<file path="config.mk">
export PLATFORM = sky130hd
export DESIGN_NAME = iso_out_rxbuf
export DESIGN_NICKNAME = d
export VERILOG_FILES = /design/src/rtl/iso_rx_pkg.sv /design/src/rtl/iso_pkt_buf.sv /design/src/rtl/iso_rx_ctrl.sv /design/src/rtl/iso_rx_csr.sv /design/src/rtl/iso_out_rxbuf.sv
export SDC_FILE = /design/constraint.sdc
export NUM_CORES = 2
export LEC_CHECK = 0
export BUFFER_PORTS_ARGS = -buffer_cell sky130_fd_sc_hd__buf_2
export CORE_ASPECT_RATIO = 2
export CORE_UTILIZATION = 38
export CTS_BUF_LIST = sky130_fd_sc_hd__clkbuf_4 sky130_fd_sc_hd__clkbuf_8 sky130_fd_sc_hd__clkbuf_16
export CTS_CLUSTER_SIZE = 10
export DETAILED_ROUTE_END_ITERATION = 10
export PLACE_DENSITY = 0.52
export SLEW_MARGIN = 10
export SYNTH_ARGS = -nofsm -noshare
export SYNTH_HDL_FRONTEND = slang
export SYNTH_SLANG_ARGS = --single-unit
</file>
<file path="constraint.sdc">
create_clock -name clk -period 2.9 [get_ports clk]
set_input_delay 0.29 -clock clk [delete_from_list [all_inputs] [get_ports clk]]
set_output_delay 0.29 -clock clk [all_outputs]
set_load 0.01 [all_outputs]
</file>
<file path="src/rtl/iso_rx_pkg.sv">
package iso_rx_pkg;

    localparam int BYTE_W   = 8;
    localparam int NUM_BUFS = 2;
    localparam int PTR_W    = 1;
    localparam int CSR_W    = 32;

    localparam int BIT_RDY  = 0;
    localparam int BIT_DONE = 1;
    localparam int BIT_OVR  = 2;

    typedef enum logic [1:0] {
        BUF_FREE = 2'd0,
        BUF_FILL = 2'd1,
        BUF_FULL = 2'd2
    } buf_state_e;

    typedef struct packed {
        logic              start;
        logic              valid;
        logic [BYTE_W-1:0] data;
        logic              last;
        logic              crc_ok;
    } sink_beat_t;

    typedef struct packed {
        logic ovr;
        logic done;
        logic rdy;
    } ep_status_t;

    function automatic logic [CSR_W-1:0] pack_status(ep_status_t s);
        logic [CSR_W-1:0] w;
        w           = '0;
        w[BIT_RDY]  = s.rdy;
        w[BIT_DONE] = s.done;
        w[BIT_OVR]  = s.ovr;
        return w;
    endfunction

endpackage

</file>
<file path="src/rtl/iso_pkt_buf.sv">
module iso_pkt_buf
    import iso_rx_pkg::*;
#(
    parameter int DEPTH = 256
) (
    input  logic                              clk,
    input  logic                              rst,
    input  logic                              claim,
    input  logic                              wr_en,
    input  logic [BYTE_W-1:0]                 wr_data,
    input  logic                              commit,
    input  logic                              abort,
    input  logic                              pop,
    output buf_state_e                        state,
    output logic [$clog2(DEPTH+1)-1:0]        len,
    output logic [BYTE_W-1:0]                 rd_data,
    output logic                              drain_last
);
    localparam int IDX_W = $clog2(DEPTH);
    localparam int LEN_W = $clog2(DEPTH+1);
    localparam logic [LEN_W-1:0] CAP = LEN_W'(DEPTH);

    logic [BYTE_W-1:0] mem [DEPTH];
    logic [LEN_W-1:0]  wr_cnt;
    logic [IDX_W-1:0]  rd_idx;
    logic              room;

    assign room = (wr_cnt < CAP);
    assign len  = wr_cnt;

    always_ff @(posedge clk) begin
        if (state == BUF_FILL && wr_en && room)
            mem[wr_cnt[IDX_W-1:0]] <= wr_data;
    end

    always_ff @(posedge clk) begin
        if (rst) begin
            state  <= BUF_FREE;
            wr_cnt <= '0;
            rd_idx <= '0;
        end else begin
            unique case (state)
                BUF_FREE: begin
                    if (claim) begin
                        state  <= BUF_FILL;
                        wr_cnt <= '0;
                        rd_idx <= '0;
                    end
                end
                BUF_FILL: begin
                    if (wr_en && room)
                        wr_cnt <= wr_cnt + 1'b1;
                    if (commit)
                        state <= BUF_FULL;
                    else if (abort)
                        state <= BUF_FREE;
                end
                BUF_FULL: begin
                    if (pop) begin
                        if (drain_last)
                            state <= BUF_FREE;
                        else
                            rd_idx <= rd_idx + 1'b1;
                    end
                end
                default: state <= BUF_FREE;
            endcase
        end
    end

    assign drain_last = (wr_cnt == '0) || (LEN_W'(rd_idx) == wr_cnt - 1'b1);
    assign rd_data    = (wr_cnt == '0) ? '0 : mem[rd_idx];


    full_hold_chk: assert property (@(posedge clk) disable iff (rst)
        (state == BUF_FULL && !pop) |=> (state == BUF_FULL));

endmodule

</file>
<file path="src/rtl/iso_rx_ctrl.sv">
module iso_rx_ctrl
    import iso_rx_pkg::*;
(
    input  logic                  clk,
    input  logic                  rst,
    input  sink_beat_t            beat,
    input  logic                  rd_pop,
    input  buf_state_e            st        [NUM_BUFS],
    input  logic [NUM_BUFS-1:0]   last_byte,
    output logic [NUM_BUFS-1:0]   claim,
    output logic [NUM_BUFS-1:0]   wr_en,
    output logic [NUM_BUFS-1:0]   commit,
    output logic [NUM_BUFS-1:0]   abort,
    output logic [NUM_BUFS-1:0]   pop,
    output logic [PTR_W-1:0]      drain_sel,
    output logic                  done_set,
    output logic                  ovr_set
);
    logic [PTR_W-1:0] fill_sel;
    logic             active;
    logic             target_free;
    logic             head_full;

    assign target_free = (st[fill_sel] == BUF_FREE);
    assign head_full   = (st[drain_sel] == BUF_FULL);

    for (genvar i = 0; i < NUM_BUFS; i++) begin : g_sel
        assign claim[i]  = beat.start && target_free && (fill_sel == PTR_W'(i));
        assign wr_en[i]  = beat.valid && active && (fill_sel == PTR_W'(i));
        assign commit[i] = beat.last && active && beat.crc_ok && (fill_sel == PTR_W'(i));
        assign abort[i]  = beat.last && active && !beat.crc_ok && (fill_sel == PTR_W'(i));
        assign pop[i]    = rd_pop && (st[i] == BUF_FULL) && (drain_sel == PTR_W'(i));
    end

    assign ovr_set  = beat.start && !target_free;
    assign done_set = beat.last && active;

    always_ff @(posedge clk) begin
        if (rst) begin
            fill_sel  <= '0;
            drain_sel <= '0;
            active    <= 1'b0;
        end else begin
            if (beat.start)
                active <= target_free;
            else if (beat.last) begin
                active <= 1'b0;
                if (active && beat.crc_ok)
                    fill_sel <= fill_sel + 1'b1;
            end
            if (rd_pop && head_full && last_byte[drain_sel])
                drain_sel <= drain_sel + 1'b1;
        end
    end


    order_sync_chk: assert property (@(posedge clk) disable iff (rst)
        (st[0] == BUF_FULL && st[1] == BUF_FULL) |-> (fill_sel == drain_sel));


    no_claim_when_busy_chk: assert property (@(posedge clk) disable iff (rst)
        (beat.start && st[0] != BUF_FREE && st[1] != BUF_FREE) |-> (claim == '0));

endmodule

</file>
<file path="src/rtl/iso_rx_csr.sv">
module iso_rx_csr
    import iso_rx_pkg::*;
(
    input  logic              clk,
    input  logic              rst,
    input  logic              done_set,
    input  logic              ovr_set,
    input  logic              any_full,
    input  logic              csr_wr,
    input  logic [CSR_W-1:0]  csr_wdata,
    input  logic              irq_en,
    output logic [CSR_W-1:0]  csr_rdata,
    output logic              irq
);
    ep_status_t stat;
    logic       done_q, ovr_q;
    logic       clr_done, clr_ovr;

    assign clr_done = csr_wr && csr_wdata[BIT_DONE];
    assign clr_ovr  = csr_wr && csr_wdata[BIT_OVR];

    always_ff @(posedge clk) begin
        if (rst) begin
            done_q <= 1'b0;
            ovr_q  <= 1'b0;
        end else begin
            done_q <= done_set || (done_q && !clr_done);
            ovr_q  <= ovr_set  || (ovr_q  && !clr_ovr);
        end
    end

    always_comb begin
        stat.rdy  = any_full;
        stat.done = done_q;
        stat.ovr  = ovr_q;
    end

    assign csr_rdata = pack_status(stat);
    assign irq       = irq_en && (done_q || ovr_q);


    done_w1c_chk: assert property (@(posedge clk) disable iff (rst)
        (csr_wr && csr_wdata[BIT_DONE] && !done_set) |=> !csr_rdata[BIT_DONE]);


    ovr_sticky_chk: assert property (@(posedge clk) disable iff (rst)
        ovr_set |=> csr_rdata[BIT_OVR]);

endmodule

</file>
<file path="src/rtl/iso_out_rxbuf.sv">
module iso_out_rxbuf
    import iso_rx_pkg::*;
#(
    parameter int DEPTH = 256
) (
    input  logic         clk,
    input  logic         rst,
    input  logic         pkt_start,
    input  logic         pkt_valid,
    input  logic [7:0]   pkt_data,
    input  logic         pkt_end,
    input  logic         pkt_crc_ok,
    input  logic         csr_wr,
    input  logic [31:0]  csr_wdata,
    output logic [31:0]  csr_rdata,
    input  logic         rd_pop,
    output logic [7:0]   rd_data,
    input  logic         irq_en,
    output logic         irq
);
    localparam int LEN_W = $clog2(DEPTH+1);

    sink_beat_t            beat;
    buf_state_e            st        [NUM_BUFS];
    logic [LEN_W-1:0]      blen      [NUM_BUFS];
    logic [BYTE_W-1:0]     bdata     [NUM_BUFS];
    logic [NUM_BUFS-1:0]   last_byte, claim, wr_en, commit, abort, pop, full_vec;
    logic [PTR_W-1:0]      drain_sel;
    logic                  done_set, ovr_set;

    always_comb begin
        beat.start  = pkt_start;
        beat.valid  = pkt_valid;
        beat.data   = pkt_data;
        beat.last   = pkt_end;
        beat.crc_ok = pkt_crc_ok;
    end

    for (genvar i = 0; i < NUM_BUFS; i++) begin : g_buf
        iso_pkt_buf #(.DEPTH(DEPTH)) u_buf (
            .clk        (clk),
            .rst        (rst),
            .claim      (claim[i]),
            .wr_en      (wr_en[i]),
            .wr_data    (beat.data),
            .commit     (commit[i]),
            .abort      (abort[i]),
            .pop        (pop[i]),
            .state      (st[i]),
            .len        (blen[i]),
            .rd_data    (bdata[i]),
            .drain_last (last_byte[i])
        );
        assign full_vec[i] = (st[i] == BUF_FULL);
    end

    iso_rx_ctrl u_ctrl (
        .clk       (clk),
        .rst       (rst),
        .beat      (beat),
        .rd_pop    (rd_pop),
        .st        (st),
        .last_byte (last_byte),
        .claim     (claim),
        .wr_en     (wr_en),
        .commit    (commit),
        .abort     (abort),
        .pop       (pop),
        .drain_sel (drain_sel),
        .done_set  (done_set),
        .ovr_set   (ovr_set)
    );

    iso_rx_csr u_csr (
        .clk       (clk),
        .rst       (rst),
        .done_set  (done_set),
        .ovr_set   (ovr_set),
        .any_full  (|full_vec),
        .csr_wr    (csr_wr),
        .csr_wdata (csr_wdata),
        .irq_en    (irq_en),
        .csr_rdata (csr_rdata),
        .irq       (irq)
    );

    assign rd_data = bdata[drain_sel];

endmodule

</file>
==> flow_summary.ini <==
[detailed_routing]
dr.pass1.iters = 8
routed-wl-met3_um = 23180
drc = 0
route.detailed.vias_per_inst = 5.642
drtAntennaViolNets = 0
top_layer = met4
drt-initial-drc-count = 7936
route.vias.total = 88230
detail_route.wirelength.met1_um = 166700
drt-total-wl_um = 561500
wire_per_inst_um = 35.90
wl_met2_um = 311100

[logic_synthesis]
ys_async_sr_fraction = 0
netlist_area_um2 = 162600
synth.yosys.seq_area_share = 0.7636
most_frequent_cells_after_synthesis = sky130_fd_sc_hd__edfxtp_1, sky130_fd_sc_hd__mux4_2, sky130_fd_sc_hd__nor2_1
dominantRegCellSynth = sky130_fd_sc_hd__edfxtp_1
synthesis.area_per_instance_um2 = 20.43
yosysMostFrequentCell = sky130_fd_sc_hd__edfxtp_1
ys_types = 83
yosysWarnings = 0
ys_top_cells_by_area = sky130_fd_sc_hd__edfxtp_1, sky130_fd_sc_hd__mux4_2, sky130_fd_sc_hd__mux2i_1
netlist_instances = 7962
synth_edf_count = 4096
synth.top_cell.area_share = 0.7563
synth.largest_area_cell = sky130_fd_sc_hd__edfxtp_1
synth-seq-cells = 4155

[clock_network]
clock_tree.buffer_depth = 4
tritoncts = done
clkLatencyLatePin_ns = 1.03
cts_max_level = 5
clk_pin_slew_worst_paths_ns = 0.06
cts.sink_count = 4155
cts_buffers = 459
clock_tree.root_cell = sky130_fd_sc_hd__clkbuf_16

[placement]
place_area_um2 = 183100
place_congestion = 0.9489
place.port_buffers = 30
dp_worst_setup_slack_ns = -1.582
place_hpwl_um = 401100

[worst_setup_path]
cp_num_buf_inv = 5
worst_path_largest_cell_delay_ns = 0.61
cp.depth = 12
worst_ep_required_time_ns = 2.61
crit_arrival_ns = 4.61
critical-path-slowest-cell = sky130_fd_sc_hd__a211oi_4
worst_setup_path_type = flop to output port
cpLargestDelayFamily = compound AO/OA/AOI/OAI gates
ff2ff_path_depth = 12
worst-path-max-fanout = 6
crit_chain = buf_12 > buf_12 > buf_8 > mux4_2 > mux4_2 > nand2_4 > o21ai_4 > a211oi_4 > buf_4 > a311o_2 > o41ai_4 > buf_2
endpoint_class_of_the_critical_path = output port
start_kind = flop

[run_status]
violations = setup timing
status = finished with violations

[grt]
grtUsageTotal = 0.2589
grt_pass1_wl_um = 767000
grt_pass1_vias = 94250
maximum_number_of_pins_on_one_net_before_global_route_repair = 124
antenna_found_initial = 14
globalRoute.totalOverflow = 0

[power_and_ir_drop]
peakVddDrop_mv = 0.5259
power-per-cell-area_nw_per_um2 = 600.3
static-leakage-power_uw = 0.06369

[timing]
skew_ns = 0.05235
worst_pin_slew_ns = 1.254
worst_slew_margin_rel = 0.1641
fin_ws_ns = -1.996
grt_setup_unrepaired = true
period_share = 1.688
timing_max_transition_violations_final = 0
final.min_clock_period_ns = 4.896
final-setup-viol-count = 8
hold_viol = 0
fmax_mhz = 204.2

[min_path]
timing.hold.worst.class = input pin to flop
hold_path_depth = 7

[die]
fp.dieW_um = 464.6
placementRows = 339
die_height_um = 927.2
top_level_ports = 90
initial_utilization = 0.3819
die-area_um2 = 430800
fp.coreArea_um2 = 425900

[finish]
post_route_cells_drive_above_1_share = 0.3672
layout.filler_cells = 35860
final_area_um2 = 198600
register_area_um2 = 124200
post-route-util = 0.4663
multiInputGateArea_um2 = 36900
num-nets-final = 9974
areaGrowthSynthToFinish_pct = 22.10

[run]
max_cap_violations = 0
[tightest hold or removal path: cells and delay by family]
kind	cells	cell delay, ns
and+or+nand+nor	3	0.45
buffers and inverters	3	0.42
AOI/OAI and AO/OA	1	0.05
[timing repair]
action                                  4_1_cts  5_1_grt
pin swaps                                    35       60
setup buffers                                42       71
cloned                                        5        6
endpoints found under the setup margin       10       26
hold buffers                                 21        0
endpoints found under the hold margin       785        0
resized for setup                           221      143
[sequential cells by signal, summed over array words and instances (netlist names), named ones only]
register,count
g_buf.u_buf.state,4
u_csr.done_q,1
u_ctrl.drain_sel,1
u_ctrl.active,1
g_buf.u_buf.rd_idx,16
g_buf.u_buf.mem,4096
g_buf.u_buf.len,18
u_ctrl.fill_sel,1
u_csr.ovr_q,1
[through the flow]
step	hold WS, ns	setup TNS, ns	std cells	total power, µW
global placement	0.4663	-11.50	14950	68630
floorplan	0.3866	0	7990	67380
finish	0.2447	-14.46	15640	119200
detailed placement	0.4807	-10.94	14950	68720
CTS	0.1659	-14.47	15560	120000
global route	0.2886	-14.42	15630	122000
[layer usage]
layer / GRT usage / vias to the layer above
li1: - / 36550
met1: 0.2378 / 47090
met2: 0.4936 / 3207
met3: 0.03169 / 1387
met4: 0.2272 / 0
met5: 0 / -
[power breakdown]
group | total (µW) | internal (µW) | switching, µW
combinational | 1560 | 285 | 1280
clock | 51700 | 29000 | 22700
sequential | 66000 | 65900 | 6.47
[cells by family after synthesis]
family | Yosys count | synth area share
buffers and inverters | 512 | 0.01828
xor gates and xnor gates | 35 | 0.001885
and+or+nand+nor | 1339 | 0.03570
AOI/OAI and AO/OA | 641 | 0.02740
DFF | 4155 | 0.7636
adders and majority gates | 12 | 0.0009232
muxes | 1267 | 0.1522
other | 1 | 0.00002306
[cells in the final DEF, fill, tap and decap left out, types with 14 or more instances in the layout]
| cell type | Yosys | routed |
|---|---|---|
| sky130_fd_sc_hd__a22oi_1 | 57 | 54 |
| sky130_fd_sc_hd__o21ai_1 | 20 | 21 |
| sky130_fd_sc_hd__mux2_2 | 18 | 16 |
| sky130_fd_sc_hd__clkbuf_16 | 0 | 471 |
| sky130_fd_sc_hd__a211oi_1 | 41 | 24 |
| sky130_fd_sc_hd__buf_2 | 120 | 18 |
| sky130_fd_sc_hd__mux2i_1 | 283 | 275 |
| sky130_fd_sc_hd__xor2_1 | 20 | 19 |
| sky130_fd_sc_hd__edfxtp_1 | 4096 | 4096 |
| sky130_fd_sc_hd__mux4_2 | 963 | 963 |
| sky130_fd_sc_hd__nand4_1 | 35 | 35 |
| sky130_fd_sc_hd__nor2_1 | 677 | 664 |
| sky130_fd_sc_hd__and3_1 | 25 | 22 |
| sky130_fd_sc_hd__buf_8 | 11 | 23 |
| sky130_fd_sc_hd__nor3_1 | 65 | 56 |
| sky130_fd_sc_hd__o22ai_1 | 110 | 98 |
| sky130_fd_sc_hd__dfxtp_1 | 59 | 49 |
| sky130_fd_sc_hd__o211ai_1 | 16 | 16 |
| sky130_fd_sc_hd__buf_6 | 62 | 59 |
| sky130_fd_sc_hd__conb_1 | 1 | 29 |
| sky130_fd_sc_hd__a31oi_1 | 35 | 30 |
| sky130_fd_sc_hd__nand2b_1 | 24 | 22 |
| sky130_fd_sc_hd__nand3_1 | 83 | 69 |
| sky130_fd_sc_hd__or3_1 | 21 | 19 |
| sky130_fd_sc_hd__buf_4 | 83 | 1614 |
| sky130_fd_sc_hd__clkbuf_4 | 0 | 59 |
| sky130_fd_sc_hd__nand3_2 | 0 | 14 |
| sky130_fd_sc_hd__o221ai_1 | 74 | 65 |
| sky130_fd_sc_hd__nor2b_1 | 32 | 31 |
| sky130_fd_sc_hd__nand2_1 | 303 | 289 |
| sky130_fd_sc_hd__xnor2_1 | 15 | 15 |
| sky130_fd_sc_hd__buf_12 | 0 | 196 |
| sky130_fd_sc_hd__a21oi_1 | 109 | 98 |
| sky130_fd_sc_hd__o21ai_0 | 55 | 45 |
| sky130_fd_sc_hd__dlygate4sd3_1 | 0 | 21 |
[final cells by class]
cell class                      instances  share of cell area
Antenna cell                           13           0.0001638
Clock inverter                         22            0.001487
Sequential cell                      4155              0.6255
Multi-Input combinational cell       3323              0.1858
Timing Repair Buffer                 1951             0.09012
Clock buffer                          525             0.06090
Inverter                               23           0.0004915
Tap cell                             5626             0.03545
[worst paths after layout]
path,slack [ns],from,endpoint
hold reg to reg,0.51,g_buf[1].u_buf.state[1],g_buf[1].u_buf.state[0]
setup reg to reg,0.11,g_buf[1].u_buf.len[0],flop
hold / removal,0.24,pkt_valid,g_buf[0].u_buf.len[1]
setup / recovery,-2.00,flop,rd_data[2]
No activity file was read; power rests on OpenSTA's default activity.
